[src/rtl/sd_clk_gen.sv]
module sd_clk_gen #(
  parameter int DIV_W  = 7,
  parameter int REG_W  = 32,
  parameter int PWR_W  = 5,
  parameter int BUSW_W = 3,
  parameter int ADDR_W = 2
) (
  input  logic              clk,
  input  logic              rst_n,
  input  logic              wr_en,
  input  logic [ADDR_W-1:0] wr_addr,
  input  logic [REG_W-1:0]  wr_data,
  input  logic [ADDR_W-1:0] rd_addr,
  output logic [REG_W-1:0]  rd_data,
  output logic              sd_clk,
  output logic              sd_rise,
  output logic              sd_fall,
  output logic              hs_sel
);
  localparam int EN_BIT  = DIV_W;
  localparam int OFF_BIT = DIV_W + 1;
  localparam int HS_BIT  = DIV_W + 2;
  localparam int CTRL_W  = DIV_W + 3;
  localparam logic [CTRL_W-1:0] CTRL_RST = CTRL_W'({DIV_W{1'b1}});

  logic [CTRL_W-1:0] ctrl_q;
  logic [PWR_W-1:0]  pwr_q;
  logic [BUSW_W-1:0] busw_q;
  logic [DIV_W-1:0]  cnt_q, div_q;
  logic              phase_q, run_q;

  wire unused_wr_bits = ^wr_data[REG_W-1:CTRL_W];

  wire tick    = (cnt_q == div_q);
  wire load    = tick & ~phase_q;
  wire run_req = ctrl_q[EN_BIT] & ~ctrl_q[OFF_BIT];
  wire phase_d = tick ? ~phase_q : phase_q;
  wire run_d   = load ? run_req : run_q;

  assign hs_sel = ctrl_q[HS_BIT];

  always_ff @(posedge clk) begin
    if (!rst_n) begin
      ctrl_q <= CTRL_RST;
      pwr_q  <= '0;
      busw_q <= '0;
    end else if (wr_en) begin
      case (wr_addr)
        ADDR_W'(0): ctrl_q <= wr_data[CTRL_W-1:0];
        ADDR_W'(1): pwr_q  <= wr_data[PWR_W-1:0];
        ADDR_W'(2): busw_q <= wr_data[BUSW_W-1:0];
        default: ;
      endcase
    end
  end

  always_ff @(posedge clk) begin
    if (!rst_n) begin
      cnt_q   <= '0;
      div_q   <= '1;
      phase_q <= 1'b0;
      run_q   <= 1'b0;
      sd_clk  <= 1'b0;
      sd_rise <= 1'b0;
      sd_fall <= 1'b0;
    end else begin
      cnt_q   <= tick ? '0 : cnt_q + 1'b1;
      phase_q <= phase_d;
      run_q   <= run_d;
      if (load) div_q <= ctrl_q[DIV_W-1:0];
      sd_clk  <= phase_d & run_d;
      sd_rise <= load & run_req;
      sd_fall <= tick & phase_q & run_q;
    end
  end

  always_comb begin
    rd_data = '0;
    case (rd_addr)
      ADDR_W'(0): rd_data[CTRL_W-1:0] = ctrl_q;
      ADDR_W'(1): rd_data[PWR_W-1:0]  = pwr_q;
      ADDR_W'(2): rd_data[BUSW_W-1:0] = busw_q;
      default: ;
    endcase
  end

  logic [DIV_W-1:0] hlen_q;
  always_ff @(posedge clk) begin
    if (!rst_n) hlen_q <= '0;
    else        hlen_q <= sd_clk ? hlen_q + 1'b1 : '0;
  end

  assert_cnt_bound_R3: assert property (@(posedge clk) disable iff (!rst_n)
    cnt_q <= div_q);
  assert_full_high_R5: assert property (@(posedge clk) disable iff (!rst_n)
    $fell(sd_clk) |-> ($past(hlen_q) == $past(div_q)));
  assert_gated_low_R4: assert property (@(posedge clk) disable iff (!rst_n)
    !run_q |-> !sd_clk);
  assert_div_at_rise_R6: assert property (@(posedge clk) disable iff (!rst_n)
    !$stable(div_q) |-> (phase_q && cnt_q == '0));
  assert_rise_strobe_R7: assert property (@(posedge clk) disable iff (!rst_n)
    sd_rise |-> (sd_clk && !$past(sd_clk)));
  assert_fall_strobe_R7: assert property (@(posedge clk) disable iff (!rst_n)
    sd_fall |-> (!sd_clk && $past(sd_clk)));
  assert_edge_marked_R7: assert property (@(posedge clk) disable iff (!rst_n)
    $rose(sd_clk) |-> sd_rise);
endmodule

[config.mk]
export PLATFORM = sky130hd
export DESIGN_NAME = sd_clk_gen
export DESIGN_NICKNAME = d
export VERILOG_FILES = /design/src/rtl/sd_clk_gen.sv
export SDC_FILE = /design/constraint.sdc
export NUM_CORES = 1
export LEC_CHECK = 0
export ABC_CLOCK_PERIOD_IN_PS = 1900
export BUFFER_PORTS_ARGS = -buffer_cell sky130_fd_sc_hd__buf_2
export CORE_MARGIN = 3
export CORE_UTILIZATION = 43
export CTS_CLUSTER_SIZE = 30
export DETAILED_ROUTE_END_ITERATION = 8
export GPL_TIMING_DRIVEN = 0
export HOLD_SLACK_MARGIN = 0.06
export PLACE_DENSITY = 0.87
export SYNTH_ARGS = -nofsm -noshare
export SYNTH_HDL_FRONTEND = slang
export SYNTH_SLANG_ARGS = --single-unit
[constraint.sdc]
create_clock -name clk -period 1.9 [get_ports clk]
set_input_delay 0.285 -clock clk [delete_from_list [all_inputs] [get_ports clk]]
set_output_delay 0.285 -clock clk [all_outputs]
set_load 0.1 [all_outputs]
**After elaboration in Yosys (flattened, before gate mapping)**

Cells that the tools add are included.

- Add/sub/neg operators: 1
- Eq/ne operators: 5
- Mux-type cells: 5
- Bitwise logic cells: 9
- Reduce and logical (&&, ||, !) cells: 6

Operators by type and width:

| operator | count |
|---|---|
| $pmux W3 S3 | 1 |
| $add A7 B1 Y7 const B | 1 |
| $eq A7 B7 Y1 | 1 |
| $and A1 B1 Y1 | 6 |
| $reduce_and A2 Y1 | 3 |
| $mux W5 | 1 |
| $eq A2 B1 Y1 const B | 2 |
| $eq A2 B2 Y1 const B | 2 |
| $logic_not A2 Y1 | 2 |
| $pmux W2 S2 | 1 |
| $not A1 Y1 | 3 |
| $mux W1 | 2 |
| $reduce_or A2 Y1 | 1 |

- Register bits: 37
- Input bits: 39
- Logic and storage cells: 36

**Depth between registers and ports, before layout**

- Depth in word-level cells: 4
- Depth in mapped cells: 8

**Least setup slack after synthesis**

No wires, ideal clock.

- Kind: input-to-output
- Start: in rd_addr[1]
- End: out rd_data[0]
- Arrival: 2.756 ns
- Required time: 1.615 ns
- Slack: -1.141 ns
- Cell stages on the path: 3
- Cells stage by stage: clkbuf_1 mux2i_1 o21ai_0

- Cells in the longest elaborated chain, start to end: 2
- Elaborated cells between the ends (all ways): 4
- Those cells by class: eq/ne (2); mux (1); reduce/logical (1)

RTL lines:

| what | line | RTL |
|---|---|---|
| start, declared | 13 | `input logic [ADDR_W-1:0] rd_addr,` |
| $eq A2 B2 Y1, or another cell as far along | 79 | `case (rd_addr)` |
| $pmux W3 S3 (*) | 79 |  |
| end, declared | 14 | `output logic [REG_W-1:0] rd_data,` |

Every way passes the cells marked *; elsewhere a longest branch is shown, timed or not.

**Final worst setup path**

- Start: reg cnt_q[3]
- End: reg sd_clk

- Cells in the longest elaborated chain, start to end: 4
- Elaborated cells between the ends (all ways): 5
- Those cells by class: eq/ne (1); mux (2); bitwise (2)

RTL lines:

| what | line | RTL |
|---|---|---|
| start, declared | 29 | `logic [DIV_W-1:0] cnt_q, div_q;` |
| start signal, assigned | 67 | `cnt_q <= tick ? '0 : cnt_q + 1'b1;` |
| $eq A7 B7 Y1 | 34 | `wire tick = (cnt_q == div_q);` |
| $and A1 B1 Y1 | 35 | `wire load = tick & ~phase_q;` |
| net load | 35 |  |
| $mux W1 | 38 | `wire run_d = load ? run_req : run_q;` |
| $and A1 B1 Y1 | 71 | `sd_clk <= phase_d & run_d;` |
| end signal, assigned | 71 |  |
| end, declared | 15 | `output logic sd_clk,` |

The timed path passes the listed nets, and every way through them passes these cells.
A chain may end at the register's enable or synchronous reset.

==> summary.md <==
| Metric | Value |
|---|---|
| Status | finished, final reports clean |
| Skew-Pair Late Insertion Delay | 290 ps |
| Post-synth ARST share | 0% |
| Top Ports | 75 |
| Htree depth | 2 |
| Synth Register Bits | 37 |
| Post-synth EDFFs | 0 |
| Slew @ Worst Pin | 623 ps |
| Worst Setup End Kind | flip-flop |
| Initial antenna violation count | 0 |
| Routed via count | 1438 |
| Netlist cell types | 31 |
| Die width | 70.6 microns |
| Die area | 0.00499 sq mm |
| Most frequent cell after synthesis | dfxtp_1 |
| Vias per inst | 4.73 |
| CP max stage cell | dfxtp_1 |
| FMAX | 543 MHz |
| Seq/Total Area, Yosys | 41.2% |
| GRT Total Usage | 15.1% |
| Main flop type after synthesis | dfxtp_1 |
| PD cells | 832 mW/mm^2 |
| Max Root-Sink Buffers | 2 |
| Routability cong. | 0.757 |
| Synth area leaders | dfxtp_1 (41%), mux2i_1 (12%), buf_4 (9.2%), nand2_1 (6.5%), xor2_1 (3.4%) |
| Warnings, synthesis | 0 |
| Crit start category | flip-flop |
| Final nets | 297 |
| Drt initial violations | 57 |
| Antenna diodes | 0 |
| CTS buffer count | 5 |
| Relative slew margins | 58.3% |
| Fin. max-slew vios | 0 |
| FILL cells | 347 |
| Post-route cell area | 0.00223 sq mm |
| Share of layout cells above drive strength 1 | 30.5% |
| Area grow syn2layout | 24.4% |
| CP required | 2080 ps |
| Avg Inst Size Synth | 9.12 sq um |
| Post-route DRC | 0 |
| Final Util | 58.0% |
| Clock sinks | 37 |
| CP delay by family, top | simple AND/OR/NAND/NOR gates |
| Vias in the first global route | 1319 |
| Core Footprint | 0.00385 sq mm |
| Total gr overflow | 0 |
| Lkg Pwr | 0.00109 uW |
| Max-cap viol count | 0 |
| Cell Area, Synth | 0.00180 sq mm |
| Period utilization | 96.9% |
| Routed WL per cell | 12.1 microns |
| CTS tree | built |
| Area leader, netlist | dfxtp_1 |
| Power, Total | 1860 uW |
| R2R depth | 8 |
| Mapped Cells | 197 |
| Routed Antenna Nets | 0 |
| Hold WC Path Type | input port to flip-flop |
| Net Switching | 643 uW |
| Worst EP arrival | 2020 ps |
| Largest stage delay, worst path | 310 ps |
| Cell mode on critical path | buf_6 |
| First-pass GRT wire length | 6.02 mm |
| # rows | 22 |
| WS Path Type | flip-flop to flip-flop |
| Fin crit period | 1840 ps |
| Most frequent cells after synthesis | dfxtp_1 (37), nand2_1 (31), buf_4 (22) |
| Sum Neg Setup Slack | 0 ps |
| Hpwl dp | 2.75 mm |
| Endpoints failing setup | 0 |
| Routed WL | 3.67 mm |
| Largest vdd supply drop | 0.000634 V |
| Router iterations before antenna repair | 4 |
| IO Port Bufs | 28 |
| Hold Vio Cnt, Final | 0 |
| Sequential Power Share | 43.8% |
| Worst clock skew | 4.55 ps |
| Switching part of the total | 34.6% |
| Crit-path cells | buf_6 -> xor2_2 -> nor4_4 -> and2_1 -> ha_1 -> buf_6 -> mux2i_2 -> nor3_1 |
| CP Max Fanout | 9 |
| Buf+Inv Stages, Crit Path | 2 |
| Clock network fraction of total power | 32.3% |
| Root buffer cell | clkbuf_8 |
| Yosys top cell area share | 41.2% |
| Dpl cell area | 0.00209 sq mm |
| Starting Density | 46.6% |
| Hold depth | 3 |
| Largest net degree at the start of global routing | 12 |
| Int Pwr | 1220 uW |
| Clock-pin slew on the worst setup and hold paths | 70 ps |
| Chip Height | 70.6 microns |
| Worst path depth | 8 |
| Gate power share | 24.0% |
| Worst hold margin | 218 ps |
## worst reg2reg max path, cell delays in order, from the launching register on
cell	delay, ps
dfxtp_1	310
buf_6	130
xor2_2	150
nor4_4	260
and2_1	200
ha_1	180
buf_6	170
mux2i_2	260
nor3_1	80
## registers in the layout, summed over array words and instances (netlist names)
signal / cells
cnt_q: 7
sd_clk: 1
sd_fall: 1
busw_q: 3
sd_rise: 1
pwr_q: 5
ctrl_q: 10
run_q: 1
div_q: 7
phase_q: 1
## cell usage in the layout (no fill, tap or decap), types with 3 or more instances in the layout
cell type   n
nor2_1     11
nand2_1    31
dfxtp_1    36
a211oi_1    4
clkbuf_1    5
and2_1      5
nand3_1    12
clkbuf_8    7
mux2i_1    20
buf_4      24
clkbuf_4    3
a21oi_1     6
buf_2      26
conb_1     22
ha_1        3
xor2_1      7
o21ai_2     3
## power groups by stage
stage               Sequential, uW  Combinational [uW]  Clock, uW
floorplan                      831                 388          0
global placement               830                 438          0
detailed placement             831                 440          0
CTS                            813                 442        612
global route                   815                 467        655
finish                         813                 445        600
## timing repair
action	4_1_cts	5_1_grt
setup buffers	2	0
setup endpoints to repair	10	12
resized for setup	2	7
endpoints found under the hold margin	0	0
hold buffers	0	0
pin swaps	2	0
## metal layers
metal	part of all wire, %	track usage, %
met4	1.7	7.52
met5	0	0
met3	4.9	3.13
met1	41	17.6
met2	52	26.4
## final timing paths
check | slack [ps] | end | start
worst min register to register | 470 | ctrl_q[8] | ctrl_q[8]
worst min-delay path | 220 | ctrl_q[6] | wr_data[6]
worst max register to register | 60 | sd_clk | cnt_q[3]
worst max-delay path | 60 | sd_clk | cnt_q[3]
## area by class of cell
cell class	count	area (sq um)	area share, %
Clock buffer	7	96.3	4.31
Inverter	2	7.51	0.336
Timing Repair Buffer	30	163	7.28
Clock inverter	1	5.00	0.224
Sequential cell	37	742	33.2
Tap cell	48	60.1	2.69
Multi-Input combinational cell	148	946	42.3
Buffer	31	215	9.63
## logic make-up after synthesis
family,count (synthesis),synth area share (%)
fa+ha+maj,3,2.09
compound gates,19,6.96
xor+xnor,10,5.71
flops,37,41.2
simple gates,73,20.1
mux,21,11.7
buf+inv,33,12.0
other cells,1,0.209
## metrics by stage
step | std cells | setup WS, ps
3_5_place_dp | 294 | -271
2_1_floorplan | 218 | 9.19
4_1_cts | 304 | 6.65
3_3_place_gp | 294 | -176
6_report | 304 | 58.1
5_1_grt | 304 | -12.7
No activity file was read; power rests on OpenSTA's default activity.
